$ cat src/rtl/tcon_pkg.sv
package tcon_pkg;
    localparam int NUM_TMR  = 2;
    localparam int NUM_XINT = 2;
    localparam int REG_W    = 8;

    typedef struct packed {
        logic run;
        logic flag;
    } tmr_st_t;

    typedef struct packed {
        logic mode;   // 1 = falling edge, 0 = low level
        logic flag;
        logic smp;    // pin value at the previous strobe
    } xint_st_t;
endpackage

$ cat src/rtl/tcon_bus_dec.sv
module tcon_bus_dec #(
    parameter int AW = 8,
    parameter logic [AW-1:0] ADDR = 8'h88,
    parameter int W = 8
) (
    input  logic [AW-1:0] sfr_addr,
    input  logic [W-1:0]  sfr_wdata,
    input  logic          sfr_we,
    input  logic          sfr_bit_we,
    input  logic [AW-1:0] sfr_bit_addr,
    input  logic          sfr_bit_val,
    input  logic [W-1:0]  reg_val,
    output logic [W-1:0]  wr_mask,
    output logic [W-1:0]  wr_val,
    output logic [W-1:0]  rdata
);
    localparam int BW = $clog2(W);

    logic byte_hit;
    logic bit_hit;

    always_comb begin
        byte_hit = sfr_we && (sfr_addr == ADDR);
        bit_hit  = sfr_bit_we && (sfr_bit_addr[AW-1:BW] == ADDR[AW-1:BW]);
        wr_mask  = '0;
        wr_val   = '0;
        if (byte_hit) begin
            wr_mask = '1;
            wr_val  = sfr_wdata;
        end else if (bit_hit) begin
            wr_mask[sfr_bit_addr[BW-1:0]] = 1'b1;
            wr_val  = {W{sfr_bit_val}};
        end
        rdata = (sfr_addr == ADDR) ? reg_val : '0;
    end
endmodule

$ cat src/rtl/tcon_tmr_cell.sv
module tcon_tmr_cell
    import tcon_pkg::*;
(
    input  logic clk,
    input  logic rst_n,
    input  logic ovf,
    input  logic ack,
    input  logic run_we,
    input  logic run_wv,
    input  logic flg_we,
    input  logic flg_wv,
    output logic run,
    output logic flag
);
    tmr_st_t st_d, st_q;

    always_comb begin
        st_d = st_q;
        if (run_we) st_d.run = run_wv;
        if (flg_we)   st_d.flag = flg_wv;
        else if (ack) st_d.flag = 1'b0;
        if (ovf)      st_d.flag = 1'b1;  // a new event is never lost
    end

    always_ff @(posedge clk) begin
        if (!rst_n) st_q <= '0;
        else        st_q <= st_d;
    end

    assign run  = st_q.run;
    assign flag = st_q.flag;
endmodule

$ cat src/rtl/tcon_xint_cell.sv
module tcon_xint_cell
    import tcon_pkg::*;
(
    input  logic clk,
    input  logic rst_n,
    input  logic mc_stb,
    input  logic pin_n,
    input  logic ack,
    input  logic mode_we,
    input  logic mode_wv,
    input  logic flg_we,
    input  logic flg_wv,
    output logic mode,
    output logic flag
);
    xint_st_t st_d, st_q;

    always_comb begin
        st_d = st_q;
        if (mode_we) st_d.mode = mode_wv;
        if (flg_we)   st_d.flag = flg_wv;
        else if (ack) st_d.flag = 1'b0;
        if (mc_stb) begin
            st_d.smp = pin_n;
            if (!st_q.mode)
                st_d.flag = ~pin_n;
            else if (st_q.smp && !pin_n)
                st_d.flag = 1'b1;
        end
    end

    always_ff @(posedge clk) begin
        if (!rst_n) st_q <= '{mode: 1'b0, flag: 1'b0, smp: 1'b1};
        else        st_q <= st_d;
    end

    assign mode = st_q.mode;
    assign flag = st_q.flag;
endmodule

$ cat src/rtl/tcon_ctl.sv
module tcon_ctl
    import tcon_pkg::*;
#(
    parameter int AW = 8,
    parameter logic [AW-1:0] ADDR = 8'h88
) (
    input  logic                clk,
    input  logic                rst_n,
    input  logic                mc_stb,
    input  logic [NUM_XINT-1:0] xint_n,
    input  logic [NUM_TMR-1:0]  tmr_ovf,
    input  logic [NUM_TMR-1:0]  ack_tmr,
    input  logic [NUM_XINT-1:0] ack_xint,
    input  logic [AW-1:0]       sfr_addr,
    input  logic [REG_W-1:0]    sfr_wdata,
    input  logic                sfr_we,
    input  logic                sfr_bit_we,
    input  logic [AW-1:0]       sfr_bit_addr,
    input  logic                sfr_bit_val,
    output logic [REG_W-1:0]    sfr_rdata,
    output logic [REG_W-1:0]    reg_q,
    output logic [NUM_TMR-1:0]  run_en,
    output logic [NUM_TMR-1:0]  tmr_irq,
    output logic [NUM_XINT-1:0] xint_irq
);
    localparam int TMR_BASE = 2 * NUM_XINT;

    logic [REG_W-1:0] reg_val;
    logic [REG_W-1:0] wr_mask;
    logic [REG_W-1:0] wr_val;

    tcon_bus_dec #(.AW(AW), .ADDR(ADDR), .W(REG_W)) u_dec (
        .sfr_addr     (sfr_addr),
        .sfr_wdata    (sfr_wdata),
        .sfr_we       (sfr_we),
        .sfr_bit_we   (sfr_bit_we),
        .sfr_bit_addr (sfr_bit_addr),
        .sfr_bit_val  (sfr_bit_val),
        .reg_val      (reg_val),
        .wr_mask      (wr_mask),
        .wr_val       (wr_val),
        .rdata        (sfr_rdata)
    );

    for (genvar i = 0; i < NUM_XINT; i++) begin : g_xint
        localparam int MB = 2 * i;
        localparam int FB = 2 * i + 1;
        tcon_xint_cell u_cell (
            .clk     (clk),
            .rst_n   (rst_n),
            .mc_stb  (mc_stb),
            .pin_n   (xint_n[i]),
            .ack     (ack_xint[i]),
            .mode_we (wr_mask[MB]),
            .mode_wv (wr_val[MB]),
            .flg_we  (wr_mask[FB]),
            .flg_wv  (wr_val[FB]),
            .mode    (reg_val[MB]),
            .flag    (reg_val[FB])
        );
        assign xint_irq[i] = reg_val[FB];
    end

    for (genvar i = 0; i < NUM_TMR; i++) begin : g_tmr
        localparam int RB = TMR_BASE + 2 * i;
        localparam int FB = TMR_BASE + 2 * i + 1;
        tcon_tmr_cell u_cell (
            .clk    (clk),
            .rst_n  (rst_n),
            .ovf    (tmr_ovf[i]),
            .ack    (ack_tmr[i]),
            .run_we (wr_mask[RB]),
            .run_wv (wr_val[RB]),
            .flg_we (wr_mask[FB]),
            .flg_wv (wr_val[FB]),
            .run    (reg_val[RB]),
            .flag   (reg_val[FB])
        );
        assign run_en[i]  = reg_val[RB];
        assign tmr_irq[i] = reg_val[FB];
    end

    assign reg_q = reg_val;
endmodule

$ cat config.mk
export PLATFORM = sky130hd
export DESIGN_NAME = tcon_ctl
export DESIGN_NICKNAME = d
export VERILOG_FILES = /design/src/rtl/tcon_pkg.sv /design/src/rtl/tcon_bus_dec.sv /design/src/rtl/tcon_tmr_cell.sv /design/src/rtl/tcon_xint_cell.sv /design/src/rtl/tcon_ctl.sv
export SDC_FILE = /design/constraint.sdc
export NUM_CORES = 1
export LEC_CHECK = 0
export BUFFER_PORTS_ARGS = -buffer_cell sky130_fd_sc_hd__buf_2
export CAP_MARGIN = 20
export CORE_AREA = 2 2 46 48
export CTS_BUF_LIST = sky130_fd_sc_hd__clkbuf_8
export DETAILED_ROUTE_END_ITERATION = 7
export DIE_AREA = 0 0 48 50
export MAX_ROUTING_LAYER = met4
export PLACE_DENSITY = 0.84
export SYNTH_ARGS = -nofsm -noshare
export SYNTH_HDL_FRONTEND = slang
export SYNTH_SLANG_ARGS = --single-unit
$ cat constraint.sdc
create_clock -name clk -period 3.25 [get_ports clk]
set_input_delay 0.65 -clock clk [delete_from_list [all_inputs] [get_ports clk]]
set_output_delay 0.65 -clock clk [all_outputs]
set_load 0.005 [all_outputs]
==> results.toml <==
[worst_setup_path]
cp_slowest_cell = "or4b_1"
critPathMaxStageDelay_ns = 0.55
reg2reg_depth = 4
cp-end-kind = "primary output"
cp.required_ns = 2.60
crit_arrival_ns = 2.13
timing.rr.start = "g_xint[0].u_cell.mode$_SDFFE_PN0P_"
startpoint = "sfr_addr[2]"
cp_max_fo = 5
worstSetupStartpointType = "primary input"
cp_common_cell = "buf_2"
critPathKind = "in2out"
worstPathCellList = "buf_2 > or4b_1 > nor3_1 > buf_4 > and2_1 > buf_2"

[yosys]
ys_warn_count = 0
synth_top_area_share_pct = 25.2
yosysUniqueCellTypes = 34
synthFlopType = "dfxtp_1"
synth_top_cell_by_area = "dfxtp_1"
yosysSeqAreaShare_pct = 25.2
syn_avg_cell_area_sq_um = 7.78
synthTopCellsByArea = "dfxtp_1 (25%), buf_4 (13%), and2_1 (6.3%)"
synth_most_common_cell = "buf_4"
synth-seq-cells = 10
synth_area_sq_um = 793
syn_inst = 102
synth_fp_nets = 140
synth.cells.most_frequent = "buf_4 (14), dfxtp_1 (10), and2_1 (8)"
synth_edf_count = 0
synth-async-reset-ratio_pct = 0

[sta]
fin_crit_sh_pct = 85.7
tightest_slew_ns = 0.461
slew_violations = 0
skew_ns = 0.000156
setup-violations-final = 0
tns_ns = 0
max_freq_ghz = 0.359
slew_headroom_pct = 69.3
period_minus_slack_ns = 2.78
finalHoldViolations = 0
rsz0062_at_grt = "no"

[hold_path]
hp-class = "reg2reg"
whs_path_depth = 2
min_from = "g_xint[0].u_cell.st_q[0]$_SDFFE_PN1P_"

[route]
vias_per_cell = 5.10
drt_iter0_markers = 11
wl_met2_um = 1090
wl_met1_um = 834
wl_um = 2150
via_count = 892
first_pass_iters = 4
wl_met3_um = 143
post_drt_wl_per_cell_um = 12.3
top_layer_used = "met4"
drtAntennaViolNets = 0
route.detailed.drc = 0

[cells_and_area]
diodes = 0
fin_nets = 187
area_growth_syn_to_layout_pct = 33.9
drive_gt1_share_pct = 45.3

[grt]
grt_max_degree = 17
grt_pass1_vias = 834
grt_usage_pct = 19.0
overflow = 0
grt_pass1_wl_um = 3150
antenna_found_initial = 0

[pwr]
p_seq_share_pct = 38.3
netSwitchingFraction_pct = 22.6
total_power_mw = 0.342
p_int_mw = 0.265
pwr-share-comb_pct = 16.2
p_sw_mw = 0.0774
worst_ir_drop_vdd_v = 0.000257
powerDensity_nw_per_um2 = 322
p_clk_share_pct = 45.6
p_leak_nw = 0.522

[place]
hpwl_um = 1740
portBuffers = 59
gp_congestion = 0.763

[outcome]
status = "finished clean"

[die]
core_area_sq_um = 1900
dieHeight_um = 50
io_pins = 60
dieArea_sq_um = 2400
die_x_um = 48
row_count = 16
initial_utilization_pct = 41.7

[cts]
cts_setup_buffers = 0
cts_sinks = 10
htree_levels = 1
clockBufferDepth = 2
numCtsBuffers = 3
insertion_delay_ns = 0.24
cts-root-buf = "clkbuf_8"
clk_pin_slew_ns = 0.05
cts_tree = "yes"
cts_resized = 0
hold_buffers = 0

[run]
max-cap-violations = 0
-- cells by family after synthesis --
family,share of synthesized area [%]
buffers and inverters,18.3
AO/OA/AOI/OAI,18.3
multiplexers,5.05
flip-flops,25.2
AND/OR/NAND/NOR,33.1
-- flip-flops by register name, summed over array words and instances (netlist names) --
name and count:
g_xint.u_cell.st_q 2, g_tmr.u_cell.flag 2, g_tmr.u_cell.run 2, g_xint.u_cell.mode 2, g_xint.u_cell.flag 2
-- layer usage --
metal / global-route usage [%] / vias up
li1: - / 451
met2: 31.3 / 40
met1: 18.5 / 392
met3: 3.66 / 9
met4: 14.0 / 0
met5: - / -
-- through the flow --
stage	hold WS, ns	util, %	cell area, sq um	cells	setup slack (ns)
after floorplan	0.440	-	793	102	0.845
after global placement	0.450	53.0	1010	171	0.561
after detailed placement	0.469	53.0	1010	171	0.463
after CTS	0.504	55.9	1060	175	0.465
after global routing	0.508	55.9	1060	175	0.373
final	0.504	55.9	1060	175	0.465
-- cells in the final DEF (no fill, tap or decap) --
master	netlist	layout
nand4bb_1	1	1
a31o_2	1	1
nand3_1	2	2
o211ai_1	1	1
or3b_2	1	1
dfxtp_1	10	10
or4_1	2	2
nor2b_1	1	1
nor3b_1	1	1
and2_1	8	8
or2_2	1	1
o311a_1	2	2
inv_1	6	6
buf_2	1	59
a21boi_0	1	1
a31oi_1	4	4
nand2_1	2	2
o31ai_1	2	2
nor4_1	2	2
or4b_1	1	1
o221ai_1	1	1
or3_1	4	4
nand3b_1	1	1
o21a_1	1	1
nor2_1	1	1
a21oi_1	4	4
nor3_1	7	7
buf_4	14	1
nand4b_1	1	1
clkbuf_8	0	4
o21ai_0	5	5
mux2i_1	4	4
nand2b_1	6	6
-- critical path, delay by kind of cell --
family | cells | cell delay [ns]
AND/OR/NAND/NOR | 3 | 1.07
buffers and inverters | 3 | 0.41
-- power by group through the flow --
stage | clock, mW | combinational, mW | sequential (mW)
after detailed placement | 0 | 0.0548 | 0.133
after CTS | 0.159 | 0.0553 | 0.131
after global placement | 0 | 0.0528 | 0.133
final | 0.156 | 0.0553 | 0.131
after floorplan | 0 | 0.0295 | 0.132
after global routing | 0.165 | 0.0617 | 0.131
-- area by class of cell --
class | count | area (sq um)
Fill cell | 179 | 840
Multi-Input combinational cell | 68 | 448
Timing Repair Buffer | 60 | 303
Sequential cell | 10 | 200
Clock buffer | 4 | 55.1
Tap cell | 27 | 33.8
Inverter | 6 | 22.5
-- worst paths after layout --
| path | endpoint | slack [ns] |
|---|---|---|
| setup reg to reg | g_xint[0].u_cell.flag$_SDFF_PN0_ | 2.10 |
| hold reg to reg | g_xint[0].u_cell.st_q[0]$_SDFFE_PN1P_ | 0.50 |
| setup / recovery | sfr_rdata[6] | 0.47 |
| hold / removal | g_xint[0].u_cell.st_q[0]$_SDFFE_PN1P_ | 0.50 |
(Power assumes the default switching activity.)
